[config.mk]
export PLATFORM = sky130hd
export DESIGN_NAME = i2c_bus_ctrl_seq
export DESIGN_NICKNAME = d
export VERILOG_FILES = /design/src/rtl/i2cc_pkg.sv /design/src/rtl/i2cc_ctrl_reg.sv /design/src/rtl/i2cc_slave_gate.sv /design/src/rtl/i2cc_div_calc.sv /design/src/rtl/i2c_bus_ctrl_seq.sv
export SDC_FILE = /design/constraint.sdc
export NUM_CORES = 1
export LEC_CHECK = 0
export BUFFER_PORTS_ARGS = -buffer_cell sky130_fd_sc_hd__buf_2
export CORE_ASPECT_RATIO = 0.5
export CORE_UTILIZATION = 50
export DETAILED_ROUTE_END_ITERATION = 8
export PLACE_DENSITY_LB_ADDON = 0.05
export SYNTH_ARGS = -nofsm -noshare
export SYNTH_HDL_FRONTEND = slang
export SYNTH_SLANG_ARGS = --single-unit
[constraint.sdc]
create_clock -name clk_i -period 8.68 [get_ports clk_i]
set_input_delay 1.302 -clock clk_i [delete_from_list [all_inputs] [get_ports clk_i]]
set_output_delay 1.302 -clock clk_i [all_outputs]
set_load 0.05 [all_outputs]
[src/rtl/i2cc_pkg.sv]
package i2cc_pkg;
  localparam int unsigned REG_W = 8;
  // Control bit positions; software and engine both depend on this order
  localparam int unsigned B_DIS  = 7;
  localparam int unsigned B_IE   = 6;
  localparam int unsigned B_MS   = 5;
  localparam int unsigned B_TX   = 4;
  localparam int unsigned B_NAK  = 3;
  localparam int unsigned B_RSTA = 2;
  localparam int unsigned B_DMA  = 1;
  localparam logic [REG_W-1:0] CTRL_RST = 8'h80;
  localparam logic [REG_W-1:0] CTRL_MASK = 8'hFE;

  typedef enum logic {ADDR_CTRL = 1'b0, ADDR_DIV = 1'b1} reg_addr_e;

  function automatic logic [7:0] base_taps(input logic [2:0] p);
    case (p)
      3'd0, 3'd1: base_taps = 8'd4;
      3'd2, 3'd3: base_taps = 8'd6;
      3'd4:       base_taps = 8'd14;
      3'd5:       base_taps = 8'd30;
      3'd6:       base_taps = 8'd62;
      default:    base_taps = 8'd126;
    endcase
  endfunction

  function automatic logic [3:0] scl_taps(input logic [2:0] t);
    case (t)
      3'd0: scl_taps = 4'd5;
      3'd1: scl_taps = 4'd6;
      3'd2: scl_taps = 4'd7;
      3'd3: scl_taps = 4'd8;
      3'd4: scl_taps = 4'd9;
      3'd5: scl_taps = 4'd10;
      3'd6: scl_taps = 4'd12;
      default: scl_taps = 4'd15;
    endcase
  endfunction

  function automatic logic [2:0] sda_taps(input logic [2:0] t);
    sda_taps = 3'd1 + {1'b0, t[2:1]};
  endfunction
endpackage

[src/rtl/i2cc_ctrl_reg.sv]
module i2cc_ctrl_reg
  import i2cc_pkg::*;
(
  input  logic             clk_i,
  input  logic             rst_ni,
  input  logic             wr_i,
  input  logic [REG_W-1:0] wdata_i,
  input  logic             arb_lost_i,
  output logic [REG_W-1:0] ctrl_o,
  output logic             start_o,
  output logic             stop_o
);
  logic [REG_W-1:0] ctrl_q, ctrl_d;
  logic start_q, stop_q, start_d, stop_d;
  logic dis_q, ms_q, arb_clear, en_wr;

  assign dis_q     = ctrl_q[B_DIS];
  assign ms_q      = ctrl_q[B_MS];
  assign arb_clear = arb_lost_i && ms_q && !dis_q;
  // master bit is editable only when enabled before and after the write
  assign en_wr     = wr_i && !dis_q && !wdata_i[B_DIS];

  always_comb begin
    ctrl_d = ctrl_q;
    if (wr_i) begin
      ctrl_d = wdata_i & CTRL_MASK;
      if (!en_wr) ctrl_d[B_MS] = ms_q;
    end
    if (arb_clear) ctrl_d[B_MS] = 1'b0;
    start_d = en_wr && !arb_clear && !ms_q && wdata_i[B_MS];
    stop_d  = en_wr && !arb_clear && ms_q && !wdata_i[B_MS];
  end

  always_ff @(posedge clk_i or negedge rst_ni) begin
    if (!rst_ni) begin
      ctrl_q  <= CTRL_RST;
      start_q <= 1'b0;
      stop_q  <= 1'b0;
    end else begin
      ctrl_q  <= ctrl_d;
      start_q <= start_d;
      stop_q  <= stop_d;
    end
  end

  assign ctrl_o  = ctrl_q;
  assign start_o = start_q;
  assign stop_o  = stop_q;

  assert_start_pulse_R4: assert property (@(posedge clk_i) disable iff (!rst_ni)
    start_q |=> !start_q);
  assert_stop_pulse_R5: assert property (@(posedge clk_i) disable iff (!rst_ni)
    stop_q |=> !stop_q);
  assert_arb_clears_R6: assert property (@(posedge clk_i) disable iff (!rst_ni)
    arb_clear |=> (!ctrl_q[B_MS] && !stop_q));
  assert_start_master_R4: assert property (@(posedge clk_i) disable iff (!rst_ni)
    start_q |-> ctrl_q[B_MS]);
endmodule

[src/rtl/i2cc_slave_gate.sv]
module i2cc_slave_gate (
  input  logic clk_i,
  input  logic rst_ni,
  input  logic dis_i,
  input  logic master_i,
  input  logic bus_start_i,
  output logic active_o
);
  logic armed_q;

  always_ff @(posedge clk_i or negedge rst_ni) begin
    if (!rst_ni)                armed_q <= 1'b0;
    else if (dis_i || master_i) armed_q <= 1'b0;
    else if (bus_start_i)       armed_q <= 1'b1;
  end

  assign active_o = armed_q && !dis_i && !master_i;

  assert_arm_needs_start_R8: assert property (@(posedge clk_i) disable iff (!rst_ni)
    $rose(armed_q) |-> $past(bus_start_i));
endmodule

[src/rtl/i2cc_div_calc.sv]
module i2cc_div_calc #(
  parameter int unsigned CNT_W = 16
) (
  input  logic [7:0]       code_i,
  output logic [CNT_W-1:0] scl_div_o,
  output logic [CNT_W-1:0] sda_hold_o,
  output logic [CNT_W-1:0] start_hold_o,
  output logic [CNT_W-1:0] stop_hold_o
);
  import i2cc_pkg::*;
  localparam int unsigned SHIFT_W = 4;

  logic [1:0]       mul_sel;
  logic [2:0]       pre_sel, tap_sel;
  logic [CNT_W-1:0] b_tap, t2t, scl_base, sda_base;

  assign mul_sel = code_i[7:6];
  assign pre_sel = code_i[5:3];
  assign tap_sel = code_i[2:0];

  always_comb begin
    b_tap    = CNT_W'(base_taps(pre_sel));
    t2t      = CNT_W'(1) << pre_sel;
    scl_base = b_tap + CNT_W'(scl_taps(tap_sel) - 4'd1) * t2t;
    sda_base = b_tap + CNT_W'(sda_taps(tap_sel) - 3'd1) * t2t + CNT_W'(3);
  end

  assign start_hold_o = scl_base << SHIFT_W'(mul_sel);
  assign stop_hold_o  = (scl_base + CNT_W'(3)) << SHIFT_W'(mul_sel);
  assign sda_hold_o   = sda_base << SHIFT_W'(mul_sel);
  assign scl_div_o    = (scl_base + CNT_W'(2)) << (SHIFT_W'(mul_sel) + SHIFT_W'(1));
endmodule

[src/rtl/i2c_bus_ctrl_seq.sv]
module i2c_bus_ctrl_seq
  import i2cc_pkg::*;
#(
  parameter int unsigned CNT_W = 16
) (
  input  logic             clk_i,
  input  logic             rst_ni,
  input  logic             reg_wr_i,
  input  logic             reg_addr_i,
  input  logic [7:0]       reg_wdata_i,
  output logic [7:0]       reg_rdata_o,
  input  logic             arb_lost_i,
  input  logic             irq_flag_i,
  input  logic             bus_start_i,
  output logic             engine_rst_o,
  output logic             master_o,
  output logic             tx_o,
  output logic             noack_o,
  output logic             rep_start_o,
  output logic             dma_en_o,
  output logic             irq_o,
  output logic             slave_active_o,
  output logic             start_req_o,
  output logic             stop_req_o,
  output logic [CNT_W-1:0] scl_div_o,
  output logic [CNT_W-1:0] sda_hold_o,
  output logic [CNT_W-1:0] start_hold_o,
  output logic [CNT_W-1:0] stop_hold_o
);
  logic [REG_W-1:0] ctrl, div_q;
  logic             ctrl_wr, div_wr, en;

  assign ctrl_wr = reg_wr_i && (reg_addr_e'(reg_addr_i) == ADDR_CTRL);
  assign div_wr  = reg_wr_i && (reg_addr_e'(reg_addr_i) == ADDR_DIV);

  i2cc_ctrl_reg u_ctrl (
    .clk_i      (clk_i),
    .rst_ni     (rst_ni),
    .wr_i       (ctrl_wr),
    .wdata_i    (reg_wdata_i),
    .arb_lost_i (arb_lost_i),
    .ctrl_o     (ctrl),
    .start_o    (start_req_o),
    .stop_o     (stop_req_o)
  );

  always_ff @(posedge clk_i or negedge rst_ni) begin
    if (!rst_ni)     div_q <= '0;
    else if (div_wr) div_q <= reg_wdata_i;
  end

  assign en           = !ctrl[B_DIS];
  assign engine_rst_o = ctrl[B_DIS];
  assign master_o     = en && ctrl[B_MS];
  assign tx_o         = en && ctrl[B_TX];
  assign noack_o      = en && ctrl[B_NAK];
  assign rep_start_o  = en && ctrl[B_RSTA];
  assign dma_en_o     = en && ctrl[B_DMA];
  assign irq_o        = en && ctrl[B_IE] && irq_flag_i;
  assign reg_rdata_o  = reg_addr_i ? div_q : ctrl;

  i2cc_slave_gate u_slave (
    .clk_i       (clk_i),
    .rst_ni      (rst_ni),
    .dis_i       (ctrl[B_DIS]),
    .master_i    (ctrl[B_MS]),
    .bus_start_i (bus_start_i),
    .active_o    (slave_active_o)
  );

  i2cc_div_calc #(.CNT_W(CNT_W)) u_div (
    .code_i       (div_q),
    .scl_div_o    (scl_div_o),
    .sda_hold_o   (sda_hold_o),
    .start_hold_o (start_hold_o),
    .stop_hold_o  (stop_hold_o)
  );

  assert_req_excl_R5: assert property (@(posedge clk_i) disable iff (!rst_ni)
    !(start_req_o && stop_req_o));
  assert_no_req_disabled_R3: assert property (@(posedge clk_i) disable iff (!rst_ni)
    (start_req_o || stop_req_o) |-> !engine_rst_o);
  assert_irq_gate_R7: assert property (@(posedge clk_i) disable iff (!rst_ni)
    irq_o |-> (irq_flag_i && !engine_rst_o));
  assert_slave_idle_R8: assert property (@(posedge clk_i) disable iff (!rst_ni)
    slave_active_o |-> (!master_o && !engine_rst_o));
  assert_hold_order_R9: assert property (@(posedge clk_i) disable iff (!rst_ni)
    (stop_hold_o > start_hold_o) && (scl_div_o > stop_hold_o));
endmodule

==> results of run 1 <==
==> final cells by class <==
cell class,instances,area share
multi-input combinational,700,0.750
timing repair buffer,117,0.0865
inverter,124,0.0621
sequential,18,0.0613
tap,170,0.0284
clock buffer,4,0.0119
==> registers in the layout, indices dropped and copies added, names as in the netlist <==
register / flops
div_q: 8
u_ctrl.ctrl_o: 7
u_ctrl.start_o: 1
u_ctrl.stop_o: 1
u_slave.armed_q: 1
==> synth_stat cells, types with 13 or more instances <==
library cell / n
a21oi_1: 55
clkbuf_1: 33
dfrtp_1: 17
fa_1: 53
ha_1: 83
inv_1: 123
mux2_2: 19
mux2i_1: 36
nand2_1: 95
nor2_1: 80
nor3_1: 17
o21ai_0: 54
xnor2_1: 23
xor2_1: 13
==> per-layer routing <==
metal	GRT usage	part of all wire
met5	0	0
met1	0.396	0.53
met2	0.362	0.40
met4	0.0227	0.0040
met3	0.0185	0.059
==> stage by stage <==
step / std cells / setup slack [ns] / cell area, sq um / setup TNS [ns]
3_5_place_dp: 1124 / 0.134 / 7240 / 0
2_1_floorplan: 890 / 0.101 / 6620 / 0
5_1_grt: 1133 / -0.0292 / 7490 / -0.0705
3_3_place_gp: 1124 / 0.399 / 7240 / 0
6_report: 1133 / 0.347 / 7490 / 0
4_1_cts: 1128 / 0.0305 / 7350 / 0
==> how the worst max path moves through the flow <==
stage                 endpoint  slack (ns)  depth (start not counted)
3_5_place_dp     scl_div_o[15]        0.13                         27
4_1_cts          scl_div_o[14]        0.03                         26
5_1_grt        stop_hold_o[14]       -0.03                         28
2_1_floorplan    scl_div_o[15]        0.10                         25
6_report         scl_div_o[15]        0.35                         27
3_3_place_gp     scl_div_o[15]        0.40                         27
==> cells by family (layout without fill, tap and decap cells) <==
group                    after synthesis  count (layout)
AND/OR/NAND/NOR                      266             266
AO/OA/AOI/OAI                        183             183
buffers and inverters                172             245
adder cells (fa/ha/maj)              136             136
multiplexers                          57              57
XOR/XNOR                              37              37
flip-flops                            18              18
other                                  2              21
==> repair_timing <==
action                     in CTS  in global routing
gates resized for setup         4                 27
setup endpoints to repair       3                 15
pin swaps                       0                  7
setup buffers                   0                  5
==> critical path, cell delays in order, from the launching register on <==
cell       delay (ns)
dfrtp_2          0.45
nand2_1          0.10
xor2_1           0.18
inv_1            0.10
ha_2             0.25
xor2_4           0.23
nor3_2           0.08
fa_1             0.51
inv_1            0.05
fa_1             0.49
inv_1            0.04
ha_1             0.28
ha_1             0.22
fa_1             0.51
inv_1            0.06
fa_1             0.53
inv_1            0.04
ha_1             0.29
nor4_2           0.31
o21ai_2          0.14
a21boi_2         0.25
o2111ai_4        0.20
or3_4            0.43
nor3_2           0.13
xnor2_1          0.10
mux4_2           0.46
mux2i_1          0.15
buf_4            0.22
==> summary.txt, run 1 <==
Run status
  – Status: complete, no violations

Drt
  – Post-DRT Antenna Nets: 0
  – Drt wl/cell: 14.4 microns
  – Routed vias/inst: 5.40
  – Final WL: 16,300 microns
  – Vias: 6,122
  – DRT iter0 DRCs: 469
  – DR DRC count: 0
  – Initial DRT Pass Iterations: 5

Die
  – Initial Util: 0.515
  – # rows: 29
  – Die area: 13,600 sq um
  – Core Box Area: 12,700 sq um
  – Boundary Pins: 97
  – Die W: 164 microns
  – Chip height: 82.9 microns

Timing
  – Worst-Margin Slew: 1.09 ns
  – Final Critical Period: 8.33 ns
  – Peak Freq: 120 MHz
  – Slew headroom: 0.269
  – Setup-failing EPs final: 0
  – Final hold violation count: 0
  – Hold_ws: 0.476 ns
  – Final Max Tran Viols: 0
  – Final Skew: 0.00109 ns
  – Fin crit share: 0.960

Hold path
  – Hold Path Stages: 1
  – Hold EP: u_slave.armed_q
  – Min-delay src: u_slave.armed_q
  – Hold Crit Class: reg -> reg

GRT
  – Vias in the first global route: 5,607
  – Initial antenna violation count: 0
  – Total GRT Usage: 0.245
  – Overflow left after global routing: 0
  – First-pass GRT wire length: 27,600 microns
  – Largest net degree at the start of global routing: 81

Clocking
  – H-Tree Depth: 1
  – Skew-Pair Late Insertion Delay: 0.25 ns
  – Sink Count: 18
  – CTS tree: yes
  – Cts-stage hold buffer count: 0
  – Num CTS Buffers: 3
  – Clock Tree Buf Depth: 2
  – CTS clock-pin slew for the worst setup and hold paths: 0.05 ns
  – Root buffer cell: clkbuf_16

Yosys
  – Ys flop type: dfrtp_1
  – Asr flop ratio synth: 1.00
  – Post-synth top area share: 0.162
  – Largest area contributor in the netlist: fa_1
  – Sequential area share after synthesis: 0.0690
  – Post-Synth XOR/XNOR Area: 0.0507
  – Multiplexer share of the synthesized area: 0.0946
  – Synth Instances: 871
  – Cell variety after synth: 73
  – Simple-Gate Fraction of Synth Area: 0.188
  – Post-synth EDFFs: 0
  – Compound-cell area share of the yosys netlist: 0.174
  – Largest family of logic cells by synthesized area: adder cells
  – Adder and majority gate portion of the synthesized area: 0.321
  – Ys Warns: 0
  – Syn Area/Cell: 7.51 sq um
  – #FFs+latches synth: 18
  – Synth area leaders: fa_1 16%, ha_1 16%, inv_1 7.1%, dfrtp_1 6.5%, mux2i_1 5.5%
  – Synth Cell Area: 6540 sq um

Worst setup path
  – R2R depth: 2
  – Critical path launch point: div_q[2]
  – Worst reg-to-reg setup slack: 7.29 ns
  – Crit path capture type: primary output
  – WS Path Type: reg -> out
  – Reg-to-Reg End: div_q[7]
  – Crit start category: flop
  – Crit path DAT: 7.03 ns
  – Worst Path Required: 7.38 ns
  – R2R Path Start: div_q[7]
  – Crit-path max FO: 9

Layout
  – Area of the multi-input gates: 5620 sq um
  – Most common cell after layout, fill and taps aside: inv_1
  – Fin util: 0.590
  – N_diodes: 0
  – Area growth syn-to-layout: 14.5%
  – Fill count: 1,261
  – Final net count: 1,115
  – Commonest non-fill, non-tap cells in the layout: 122 x inv_1, 95 x nand2_1, 92 x buf_2
  – Register area: 459 sq um
  – Share of post-route cells with drive strength above 1: 0.190

Placement
  – GP Congestion: 0.875
  – Input/output buffers: 95
  – DP HPWL: 13,200 microns

Job
  – Max Cap Violations: 0
Power of run 1 is not shown: default switching activity piles up to over one toggle a cycle in this logic, so the estimate is an artifact.
==> inputs of run 2 (changes only) <==
- PLACE_DENSITY: not set -> 0.81
- PLACE_DENSITY_LB_ADDON: 0.05 -> not set
- clock period: 8.68 -> 10.7 ns (I/O delays scaled with it)
==> run 2 against run 1 <==
  * First-iteration DRC count rose by 0.64%
  * Via count is 0.95% higher
  * Non-clock buffer count is 18 lower
  * Count of clock-buffer cells in the layout is the same
  * Clock skew about the same
  * Utilization fell by 2.1 points
  * Wire length decreased by 3.2%
  * Global-route usage decreased by 1.3 points
  * Critical path type unchanged
  * Largest cell class unchanged
==> summary.txt, run 2 (same netlist as run 1, synthesis figures left out) <==
Run status
  – Status: complete, no violations

Timing
  – Setup TNS: 0 ns
  – Peak Freq: 105 MHz
  – Final Critical Period: 9.52 ns
  – Setup-failing EPs final: 0
  – Slew headroom: 0.292
  – Final hold violation count: 0
  – Final Max Tran Viols: 0
  – Final Skew: 0.00127 ns
  – Worst-Margin Slew: 1.06 ns
  – RSZ-0062 raised after global routing: no
  – Fin crit share: 0.890

Hold path
  – Hold Path Stages: 1
  – Hold Crit Class: reg -> reg
  – Hold EP: u_slave.armed_q
  – Min-delay src: u_slave.armed_q

Drt
  – DR DRC count: 0
  – Final WL: 15,800 microns
  – Vias: 6,180
  – Routed vias/inst: 5.54
  – Drt wl/cell: 14.1 microns
  – Post-DRT Antenna Nets: 0
  – DRT iter0 DRCs: 472
  – Initial DRT Pass Iterations: 5

Layout
  – Area growth syn-to-layout: 10.5%
  – Final net count: 1,097
  – Fin util: 0.569
  – Largest Register: div_q
  – Fin area: 7230 sq um
  – Commonest non-fill, non-tap cells in the layout: 123 x inv_1, 95 x nand2_1, 95 x buf_2
  – Max FFs per register: 8
  – N_diodes: 0
  – Most common cell after layout, fill and taps aside: inv_1
  – Share of post-route cells with drive strength above 1: 0.154

Worst setup path
  – R2R depth: 2
  – Crit path DAT: 7.92 ns
  – Crit path capture type: primary output
  – WS Path Type: reg -> out
  – Crit start category: flop
  – Crit-path max FO: 8
  – Worst Path Required: 9.10 ns
  – Reg-to-Reg End: div_q[6]
  – R2R Path Start: div_q[6]
  – Worst reg-to-reg setup slack: 9.01 ns

Clocking
  – CTS tree: yes
  – Cts-stage hold buffer count: 0
  – H-Tree Depth: 1
  – CTS clock-pin slew for the worst setup and hold paths: 0.05 ns
  – CTS resizes: 0
  – Sink Count: 18
  – Num CTS Buffers: 3
  – Root buffer cell: clkbuf_16
  – Skew-Pair Late Insertion Delay: 0.25 ns
  – Clock Tree Buf Depth: 2
  – # Post-CTS Setup Buffers: 0

GRT
  – Largest net degree at the start of global routing: 77
  – Initial antenna violation count: 0
  – Vias in the first global route: 5,563
  – First-pass GRT wire length: 26,300 microns
  – Total GRT Usage: 0.232
  – Overflow left after global routing: 0

Die
  – Initial Util: 0.515
  – # rows: 29
  – Die area: 13,600 sq um
  – Chip height: 82.9 microns
  – Boundary Pins: 97
  – Core Box Area: 12,700 sq um
  – Die W: 164 microns

Placement
  – GP Congestion: 0.927
  – Input/output buffers: 95
  – DP HPWL: 12,900 microns
  – Placed cell area: 7140 sq um

Job
  – Max Cap Violations: 0
-- run 2: area by class of cell --
type,instances,area (sq um)
Clock buffer,4,88.8
Fill cell,1159,5470
Tap cell,170,213
Multi-Input combinational cell,700,5500
Timing Repair Buffer,99,505
Inverter,124,465
Sequential cell,18,457
-- run 2: routing by layer --
layer,global-route usage,vias up,share of wire
met3,0.0345,14,0.084
li1,-,3053,-
met4,0.0253,0,0.0058
met5,0,-,0
met2,0.358,242,0.43
met1,0.351,2871,0.48
-- run 2: worst max-delay path: stages (launching register included) --
cell and delay [ns]:
dfrtp_1 0.47, nand2_1 0.10, xor2_1 0.37, inv_1 0.21, ha_1 0.27, xor2_1 0.32, nor3_1 0.13, fa_1 0.53
inv_1 0.05, fa_1 0.51, inv_1 0.05, ha_1 0.29, ha_1 0.28, inv_1 0.05, fa_1 0.50, fa_1 0.54
inv_1 0.04, ha_1 0.38, nor4b_1 0.32, or3b_1 0.33, nand3_1 0.30, or2_1 0.38, o311a_1 0.36, nor3_1 0.27
a21oi_1 0.11, a22oi_1 0.21, buf_2 0.29
-- run 2: worst max-delay path by stage --
stage                               end  slack (ns)      from
final                     scl_div_o[14]        1.18  div_q[1]
after detailed placement  scl_div_o[14]        1.55  div_q[2]
after CTS                 scl_div_o[14]        1.28  div_q[2]
after global routing      scl_div_o[14]        0.72  div_q[1]
after global placement    scl_div_o[14]        1.81  div_q[2]
after floorplan           scl_div_o[15]        1.82  div_q[2]
-- run 2: through the flow --
step                      std cells  hold WS, ns  setup WS (ns)
after floorplan                 890        0.443           1.82
after global placement         1111        0.452           1.81
after detailed placement       1111        0.465           1.55
after CTS                      1115        0.476           1.28
after global routing           1115        0.504          0.716
final                          1115        0.476           1.18
Power of run 2 is left out for the same reason.
